## src/rtl/irqv_pkg.sv

```systemverilog
package irqv_pkg;
  typedef enum logic {
    DIR_RX = 1'b0,
    DIR_TX = 1'b1
  } dir_e;
endpackage

```

## src/rtl/irqv_pick.sv

```systemverilog
module irqv_pick #(
  parameter int SRC = 16,
  localparam int IDX_W = $clog2(SRC)
) (
  input  logic [SRC-1:0]   req,
  output logic             any,
  output logic [IDX_W-1:0] idx
);
  // lowest index wins: scan downward so the last hit is the lowest
  always_comb begin
    idx = '0;
    for (int i = SRC - 1; i >= 0; i--) begin
      if (req[i]) idx = IDX_W'(i);
    end
  end

  assign any = |req;
endmodule

```

## src/rtl/irqv_compose.sv

```systemverilog
module irqv_compose
  import irqv_pkg::*;
#(
  parameter int NUM_CH = 8,
  parameter int BASE_W = 3,
  localparam int CH_W  = $clog2(NUM_CH),
  localparam int VEC_W = BASE_W + CH_W + 3,
  parameter logic [VEC_W-1:0] CON_VEC = VEC_W'(9'o060)
) (
  input  logic [BASE_W-1:0] base,
  input  logic [CH_W-1:0]   ch,
  input  dir_e              dir,
  input  logic              console_en,
  output logic [VEC_W-1:0]  vec
);
  localparam logic [CH_W-1:0] CON_CH = CH_W'(NUM_CH - 1);

  always_comb begin
    if (console_en && ch == CON_CH)
      vec = CON_VEC | (VEC_W'(dir) << 2);
    else
      vec = {base, ch, dir, 2'b00};
  end
endmodule

```

## src/rtl/irq_vector_encoder.sv

```systemverilog
module irq_vector_encoder
  import irqv_pkg::*;
#(
  parameter int NUM_CH = 8,
  parameter int BASE_W = 3,
  localparam int CH_W  = $clog2(NUM_CH),
  localparam int SRC   = 2 * NUM_CH,
  localparam int IDX_W = $clog2(SRC),
  localparam int VEC_W = BASE_W + CH_W + 3
) (
  input  logic              clk,
  input  logic              rst_n,
  input  logic [NUM_CH-1:0] rx_req,
  input  logic [NUM_CH-1:0] tx_req,
  input  logic [BASE_W-1:0] base_sw,
  input  logic              console_en,
  input  logic              ack_in,
  output logic              irq,
  output logic              vec_valid,
  output logic [VEC_W-1:0]  vec,
  output logic              ack_out
);
  logic [SRC-1:0]   src;
  logic             any_req;
  logic [IDX_W-1:0] win_idx;
  logic [CH_W-1:0]  win_ch;
  dir_e             win_dir;
  logic [VEC_W-1:0] cand_vec;
  logic             take;

  // interleave so index order is rx0, tx0, rx1, tx1, ...
  for (genvar g = 0; g < NUM_CH; g++) begin : g_src
    assign src[2*g]   = rx_req[g];
    assign src[2*g+1] = tx_req[g];
  end

  irqv_pick #(.SRC(SRC)) u_pick (
    .req (src),
    .any (any_req),
    .idx (win_idx)
  );

  assign win_ch  = win_idx[IDX_W-1:1];
  assign win_dir = dir_e'(win_idx[0]);

  irqv_compose #(.NUM_CH(NUM_CH), .BASE_W(BASE_W)) u_compose (
    .base       (base_sw),
    .ch         (win_ch),
    .dir        (win_dir),
    .console_en (console_en),
    .vec        (cand_vec)
  );

  assign take = ack_in & any_req;

  always_ff @(posedge clk) begin
    if (!rst_n) begin
      irq       <= 1'b0;
      vec_valid <= 1'b0;
      vec       <= '0;
      ack_out   <= 1'b0;
    end else begin
      irq       <= any_req;
      vec_valid <= take;
      vec       <= take ? cand_vec : '0;
      ack_out   <= ack_in & ~any_req;
    end
  end


  pick_lowest_chk: assert property (@(posedge clk) disable iff (!rst_n)
    any_req |-> (src[win_idx] && ((src & ((SRC'(1) << win_idx) - SRC'(1))) == '0)));


  ack_pass_chk: assert property (@(posedge clk) disable iff (!rst_n)
    ack_out |-> $past(ack_in));


  grant_excl_chk: assert property (@(posedge clk) disable iff (!rst_n)
    !(ack_out && vec_valid));


  vec_align_chk: assert property (@(posedge clk) disable iff (!rst_n)
    vec_valid |-> (vec[1:0] == 2'b00));


  vec_idle_chk: assert property (@(posedge clk) disable iff (!rst_n)
    !vec_valid |-> (vec == '0));


  irq_follow_chk: assert property (@(posedge clk) disable iff (!rst_n)
    any_req |=> irq);
endmodule

```

## config.mk

```make
export PLATFORM = sky130hd
export DESIGN_NAME = irq_vector_encoder
export DESIGN_NICKNAME = d
export VERILOG_FILES = /design/src/rtl/irqv_pkg.sv /design/src/rtl/irqv_pick.sv /design/src/rtl/irqv_compose.sv /design/src/rtl/irq_vector_encoder.sv
export SDC_FILE = /design/constraint.sdc
export NUM_CORES = 1
export LEC_CHECK = 0
export CORE_MARGIN = 1.5
export CORE_UTILIZATION = 36
export CTS_CLUSTER_DIAMETER = 80
export DETAILED_ROUTE_END_ITERATION = 6
export GPL_ROUTABILITY_DRIVEN = 0
export HOLD_SLACK_MARGIN = 0.06
export PLACE_DENSITY = 0.84
export SYNTH_ARGS = -nofsm -noshare
export SYNTH_HDL_FRONTEND = slang
export SYNTH_HIERARCHICAL = 1
export SYNTH_SLANG_ARGS = --single-unit
export TNS_END_PERCENT = 1
```

## constraint.sdc

```tcl
create_clock -name clk -period 2.2 [get_ports clk]
set_clock_uncertainty 0.05 [all_clocks]
set_input_delay 0.55 -clock clk [delete_from_list [all_inputs] [get_ports clk]]
set_output_delay 0.55 -clock clk [all_outputs]
set_load 0.05 [all_outputs]
```

* Yosys cells after proc, flatten, opt, wreduce, memory -nomap -nowiden *
Cells that the tools add are included.

operators by class
  bitwise gates (word level) = 5
  mux-type cells = 17
  add/subtract/negate cells = 0
  reductions and logical operators = 4
  shifts and indexed selects = 0
  $mul = 0
  magnitude comparators = 0
  div/mod/pow operators = 0
  equality and inequality tests = 1

operators by type and width
  operator                                    count
  4-bit two-way mux                           16
  16-bit OR reduction                         1
  6-bit two-way mux                           1
  3-bit equality test, second input constant  1
  1-bit inverter                              3
  3-bit OR reduction                          1
  1-bit AND                                   2
  2-bit AND reduction                         1
  1-bit logical AND                           1

storage, ports and cells
  latch bits = 0
  input port bits = 23
  logic and storage cells = 32
  memories = 0
  output and inout port bits = 12
  memory bits (read-only) = 0
  RAM bits = 0
  flip-flop bits (word level) = 12

* Logic depth before layout (Yosys ltp) *
Gate-level depths: netlist of run 1.

  word-level depth = 19
  mapped depth = 7
  mapped depth without buffers = 7

* By module *
Netlist of run 1, hierarchy kept.

by module, submodules not included
  module              cells an instance  times used  sequential area each (um^2)  area each (um^2)
  irq_vector_encoder  27                 1           240.2                        362.8
  irqv_pick           34                 1           0.0                          176.4
  irqv_compose        12                 1           0.0                          68.8

* Least setup slack after synthesis of run 1 *
OpenSTA, ideal clock, no wires.

  path kind = in2reg
  start = in rx_req[2]
  end = reg vec[6]
  setup time = 0.116 ns
  data arrival time = 1.601 ns
  path slack = 0.433 ns
  buffers on the path = 0
  stages on the path = 6
  required time = 2.034 ns
  cells stage by stage = nor4_2 nand3_1 a31oi_1 nand4_1 and2_1 and4_1

between the ends
  longest elaborated chain between the ends = 8
  elaborated cells on any way between the ends = 11
  classes of those cells = eq/ne: 1; mux: 5; bitwise: 2; reduce/logical: 3

RTL lines
  item                            line                      source
  start: declaration              irq_vector_encoder.sv:13  input logic [NUM_CH-1:0] rx_req,
  4-bit two-way mux (5 in a row)  irqv_pick.sv:13           if (req[i]) idx = IDX_W'(i);
  named net win_idx[3]            irq_vector_encoder.sv:25  logic [IDX_W-1:0] win_idx;
  3-bit equality test             irqv_compose.sv:19        if (console_en && ch == CON_CH)
  1-bit logical AND               irqv_compose.sv:19
  3-bit OR reduction (no line)    -
  end signal: assignment          irq_vector_encoder.sv:65  vec <= take ? cand_vec : '0;
  end: declaration                irq_vector_encoder.sv:20  output logic [VEC_W-1:0] vec,

The timed path passes the listed nets, and every way through them passes these cells.
A chain may end at the register's enable or synchronous reset.

* Worst setup path in the final report of run 1 *
  start = in rx_req[2]
  end = reg vec[8]

The elaborated chain is that of the path after synthesis.

==> results of run 1 <==
==> cell usage after synthesis <==
cell type / instances / area share (%)
or3_1: 1 / 1.0
nand2_1: 5 / 3.1
nor4_1: 1 / 1.0
conb_1: 1 / 0.62
a21oi_1: 3 / 2.5
nand4_1: 1 / 1.0
o22ai_1: 1 / 1.0
and4_1: 9 / 13
buf_4: 6 / 7.4
and3b_1: 1 / 1.4
nor4_2: 1 / 2.1
and3_1: 2 / 2.1
a31oi_1: 3 / 3.1
o311a_1: 1 / 1.6
nand2b_1: 1 / 1.0
inv_1: 4 / 2.5
and2_1: 4 / 4.1
nor2_1: 7 / 4.3
nor3_1: 1 / 0.82
o31ai_1: 1 / 1.2
o21ai_0: 2 / 1.6
clkbuf_1: 2 / 1.2
nand3_1: 2 / 1.6
dfxtp_1: 12 / 40
nor2_2: 1 / 1.0
==> where the power goes <==
| group | internal (W) | switching, W | total [W] |
|---|---|---|---|
| clock | 0.000100 | 0.0000650 | 0.000165 |
| sequential | 0.000224 | 0.00000141 | 0.000225 |
| combinational | 0.0000643 | 0.0000584 | 0.000123 |
| total | 0.000389 | 0.000125 | 0.000514 |
==> metal layers <==
layer,track usage (%),part of all wire [%],vias to the layer above
met5,0,0,-
met4,3.636,0,0
met3,3.673,7.9,0
met2,30.29,54,32
li1,-,-,327
met1,12.56,38,279
==> cells by family after synthesis <==
kind of cell / share of synthesized area, %
AND/OR/NAND/NOR: 37.66
flip-flops: 39.51
buffers and inverters: 11.11
AO/OA/AOI/OAI: 11.11
other: 0.6167
==> layout make-up <==
| class | count | area, um^2 | share of cell area [%] |
|---|---|---|---|
| sequential | 12 | 240.2 | 24.00 |
| multi-input combinational | 50 | 304.0 | 30.38 |
| inverter | 4 | 15.01 | 1.500 |
| clock buffer | 4 | 36.28 | 3.625 |
| timing repair buffer | 40 | 385.4 | 38.50 |
| tap | 16 | 20.02 | 2.000 |
==> tightest hold or removal path, delay by kind of cell <==
| family | cells | cell delay, ps |
|---|---|---|
| buf+inv | 1 | 400 |
| simple gates | 2 | 310 |
==> sequential cells by signal, indices dropped and copies added (netlist names) <==
signal,cells
irq,1
vec_valid,1
vec,9
ack_out,1
==> worst max-delay path by stage <==
stage          slack, ps                 to       from
3_5_place_dp        -140  vec[6]$_SDFF_PN0_  rx_req[2]
2_1_floorplan        430  vec[6]$_SDFF_PN0_  rx_req[2]
4_1_cts              140  vec[6]$_SDFF_PN0_  rx_req[2]
3_3_place_gp         -90  vec[8]$_SDFF_PN0_  rx_req[2]
6_report             150  vec[8]$_SDFF_PN0_  rx_req[2]
5_1_grt               80  vec[8]$_SDFF_PN0_  rx_req[2]
==> through the flow <==
| step | instances | utilization (%) |
|---|---|---|
| floorplan | 74 | - |
| global placement | 122 | 62.58 |
| detailed placement | 122 | 62.58 |
| CTS | 126 | 64.94 |
| global route | 126 | 64.94 |
| finish | 126 | 64.94 |
==> placed cells by master, fill, tap and decap left out, types with 2 or more instances in the layout <==
cell type and instances:
dfxtp_1 12, clkdlybuf4s50_1 34, a31oi_1 3, nand3_1 2
nor2_1 7, clkbuf_4 3, and2_1 4, and3_1 2
inv_1 4, o21ai_0 2, buf_4 6, and4_1 9
a21oi_1 3, conb_1 2, nand2_1 5
==> impl_metrics.yaml, run 1 <==
route:
  drtIter0Drc: 1
  via_count: 638
  drc: 0
  wire_per_inst_um: 10.27
  vias_per_cell: 5.063
  ant_nets: 0
  route.final.wire_length_mm: 1.294
  first_pass_iters: 2
floorplanning:
  dieArea_mm2: 0.001945
  die_h_um: 44.10
  io_pins: 35
  core-area_mm2: 0.001541
  die_w_um: 44.10
  start_util_pct: 39.45
  fp-row-count: 14
grt:
  track_usage_pct: 14.20
  grt_pass1_vias: 538
  grt.overflow.total: 0
  grt_pass1_wl_mm: 2.049
  grt_max_degree: 13
  antenna_found_initial: 0
sta:
  fmax_mhz: 488.6
  period_needed_ps: 2047
  setup_viol: 0
  hold-worst-slack_ps: 991.5
  period_share_pct: 93.03
  rsz0062_at_grt: "no"
  setup_slack_ps: 153.4
  fin_setup_tns_ps: 0
  finalMaxSlewViolations: 0
  hold_viol_final: 0
synth:
  postSynthAreaPerCell_um2: 8.330
  ys_ff_latch: 12
  syn_inst: 73
  synth_area_um2: 608.1
  ys_types: 25
  ys_seq_area_share_pct: 39.51
  yosys_warnings: 6
clock_network:
  tritoncts: "yes"
  clkTransAtPathRegs_ps: 70
  cts_hold_buf: 0
  cts.sinks: 12
  clockRootBuffer: "clkbuf_4"
  ctsResizeCount: 0
  cts_setup_buffers: 0
  htree_num_levels: 1
  clock_path_buffers: 2
  cts_made_buffers: 3
cells_and_area:
  area_delta_synth_final_pct: 64.61
  fill_cells: 145
  drive_gt1_share_pct: 10.91
  fin_nets: 134
  diodes: 0
  fin_area_mm2: 0.001001
setup_path:
  path_class: "in -> reg"
  worstSetupPathDepth: 7
  slowest_stage: "clkdlybuf4s50_1"
  endpoint_kind: "flop"
  cpLargestDelayFamily: "simple AND/OR/NAND/NOR gates"
  cp_max_fo: 3
  critPathBufInv: 1
  crit_arrival_ps: 2160
  cp_cell_sequence: "clkdlybuf4s50_1 > nor4_2 > nand3_1 > a31oi_1 > nand4_1 > and2_1 > and4_1"
  cp_slowest_stage_delay_ps: 430
  cp-start-kind: "input pin"
  worst_ep_required_time_ps: 2310
pwr:
  peakVddDrop_v: 0.0002129
  power_density_mw_per_mm2: 513.1
  p_leak_nw: 0.4085
  total_power_w: 0.0005136
placed_design:
  hpwl_mm: 1.149
  port_buffers: 34
  place_ws_ps: -135.3
  postPlaceCellArea_um2: 964.7
run_status:
  status: "complete, no violations"
worst_hold_path:
  holdPathStages: 3
  min_to: "vec[8]$_SDFF_PN0_"
  min_from: "base_sw[2]"
  hold_path_class: "in -> reg"
run:
  drv_cap: 0
No activity file was read; power rests on OpenSTA's default activity.
==> inputs of run 2 (changes only) <==
--- a/config.mk
+++ b/config.mk
@@ -5,8 +5,9 @@
 export SDC_FILE = /design/constraint.sdc
 export NUM_CORES = 1
 export LEC_CHECK = 0
+export ABC_AREA = 1
 export CORE_MARGIN = 1.5
-export CORE_UTILIZATION = 36
+export CORE_UTILIZATION = 37
 export CTS_CLUSTER_DIAMETER = 80
 export DETAILED_ROUTE_END_ITERATION = 6
 export GPL_ROUTABILITY_DRIVEN = 0
==> run 2 against run 1 <==
Against the previous run: the flow now finishes with violations (design-rule violations); worst setup slack better by 43 ps; global-route usage increased by 3.0 points; clock-buffer cell count is the same; cell count up 25%; core utilization increased by 2.0 points; synthesized area grew 3.7%.
==> impl_metrics.yaml, run 2 <==
run_status:
  status: "finished with violations"
  violations: "design-rule violations"
clock_network:
  tritoncts: "yes"
  cts_setup_buffers: 0
  ctsResizeCount: 0
  cts_hold_buf: 0
  htree_num_levels: 1
  clockRootBuffer: "clkbuf_4"
  cts.sinks: 12
  clock_path_buffers: 2
  clkTransAtPathRegs_ps: 80
  cts_made_buffers: 3
synth:
  yosys_warnings: 6
  synth_fa_ha_area_share_pct: 0
  syn_inst: 102
  synth_area_leaders: "dfxtp_1 (38%), inv_1 (14%), nand2_1 (11%)"
  synth-compound-area-share_pct: 2.976
  synth_largest_area_cell: "dfxtp_1"
  ys_types: 17
  yosys-top-cells-count: "inv_1 (24), nand2_1 (19), nor2_1 (19), dfxtp_1 (12), inv_2 (6)"
  synth_top_family_by_area: "simple AND/OR/NAND/NOR gates"
  postSynthAreaPerCell_um2: 6.182
  synth_area_um2: 630.6
  synthFlopType: "dfxtp_1"
  muxShareOfSynthArea_pct: 0
  async_reset_ff_share_pct: 0
  ys_ff_latch: 12
  synthXorXnorAreaFrac_pct: 0
  yosysTopAreaCellShare_pct: 38.10
  synth-simple-area-share_pct: 35.71
  ys_seq_area_share_pct: 38.10
  yosysMostFrequentCell: "inv_1"
  synth-edff-count: 0
setup_path:
  slowest_stage: "clkdlybuf4s50_1"
  cp_slowest_stage_delay_ps: 800
  crit_arrival_ps: 1400
  cpLargestDelayFamily: "buffers and inverters"
  path_class: "reg -> out"
  startpoint: "vec[4]$_SDFF_PN0_"
  endpoint_kind: "output port"
  cp_cell_sequence: "clkdlybuf4s50_1"
  worstSetupPathDepth: 1
  cp_max_fo: 1
  cp-start-kind: "flop"
  critPathBufInv: 1
  worst_ep_required_time_ps: 1600
  endpoint: "vec[4]"
grt:
  grt_max_degree: 10
  track_usage_pct: 17.20
  grt.overflow.total: 0
  antenna_found_initial: 0
  grt_pass1_wl_mm: 2.477
  grt_pass1_vias: 668
sta:
  worst_slew_pin_slew_ps: 504.8
  hold-worst-slack_ps: 834.1
  slew_headroom_pct: 66.24
  period_needed_ps: 2003
  finalMaxSlewViolations: 0
  setup_slack_ps: 196.7
  setup_viol: 0
  period_share_pct: 91.06
  rsz0062_at_grt: "no"
  fmax_mhz: 499.2
  hold_viol_final: 0
placed_design:
  port_buffers: 34
  postPlaceCellArea_mm2: 0.001002
  hpwl_mm: 1.232
  dp_cells: 153
  place_ws_ps: -162.4
cells_and_area:
  drive_gt1_share_pct: 13.48
  diodes: 0
  largest_register: "vec"
  fin_cells: 157
  layout_commonest_cell: "clkdlybuf4s50_1"
  fin_area_mm2: 0.001044
  largest_reg_flops: 9
  area_delta_synth_final_pct: 65.48
  layout_common_cells: "clkdlybuf4s50_1 (34), inv_1 (24), nor2_1 (19), nand2_1 (19), dfxtp_1 (12)"
  final_core_util_pct: 66.93
  fin_nets: 165
floorplanning:
  die_h_um: 44.29
  fp-row-count: 14
  start_util_pct: 40.45
  core-area_mm2: 0.001559
  die_w_um: 44.29
  dieArea_mm2: 0.001961
  io_pins: 35
route:
  via_count: 677
  vias_per_cell: 4.312
  ant_nets: 0
  drc: 2
  route.final.wire_length_mm: 1.442
  wire_per_inst_um: 9.185
  drtIter0Drc: 14
  first_pass_iters: 6
run:
  drv_cap: 0
pwr:
  peakVddDrop_v: 0.0004558
  p_leak_nw: 0.5033
  power_density_mw_per_mm2: 508.0
worst_hold_path:
  hold_path_class: "in -> reg"
==> run 2: routing by layer <==
layer | global-route usage [%] | wire length [um] | vias up
li1 | - | - | 363
met1 | 15.19 | 512 | 295
met2 | 34.71 | 859 | 19
met3 | 6.939 | 70 | 0
met4 | 4.848 | 0 | 0
met5 | 0 | 0 | -
==> run 2: cell type report <==
class	instances	area (um^2)
fillers	123	515.5
repair buffers	39	377.9
multi-input cells	56	256.5
flip-flops and latches	12	240.2
inverters	30	112.6
clock buffers	4	36.28
well taps	16	20.02
==> run 2: report_power, final <==
| part | internal (W) | total, W | switching (W) |
|---|---|---|---|
| clock network | 0.000101 | 0.000173 | 0.0000727 |
| logic | 0.0000662 | 0.000131 | 0.0000651 |
| registers | 0.000224 | 0.000226 | 0.00000165 |
==> run 2: worst min path at each step <==
stage | endpoint | cells after the start | slack, ps | from
floorplan | irq$_SDFF_PN0_ | 2 | 600 | rst_n
global placement | vec[7]$_SDFF_PN0_ | 5 | 1120 | base_sw[1]
detailed placement | vec[7]$_SDFF_PN0_ | 5 | 1120 | base_sw[1]
CTS | vec[7]$_SDFF_PN0_ | 5 | 830 | base_sw[1]
global route | vec[7]$_SDFF_PN0_ | 5 | 830 | base_sw[1]
finish | vec[7]$_SDFF_PN0_ | 5 | 830 | base_sw[1]
==> run 2: cell families after synthesis <==
group,after synthesis
and+or+nand+nor,51
AOI/OAI and AO/OA,3
DFF,12
buffers and inverters,35
other,1
==> run 2: stage by stage <==
stage | power [W] | setup TNS (ps)
CTS | 0.0005353 | 0
finish | 0.0005301 | 0
global placement | 0.0003579 | -339.6
floorplan | 0.0002956 | 0
detailed placement | 0.0003613 | -703.9
global route | 0.0005528 | 0
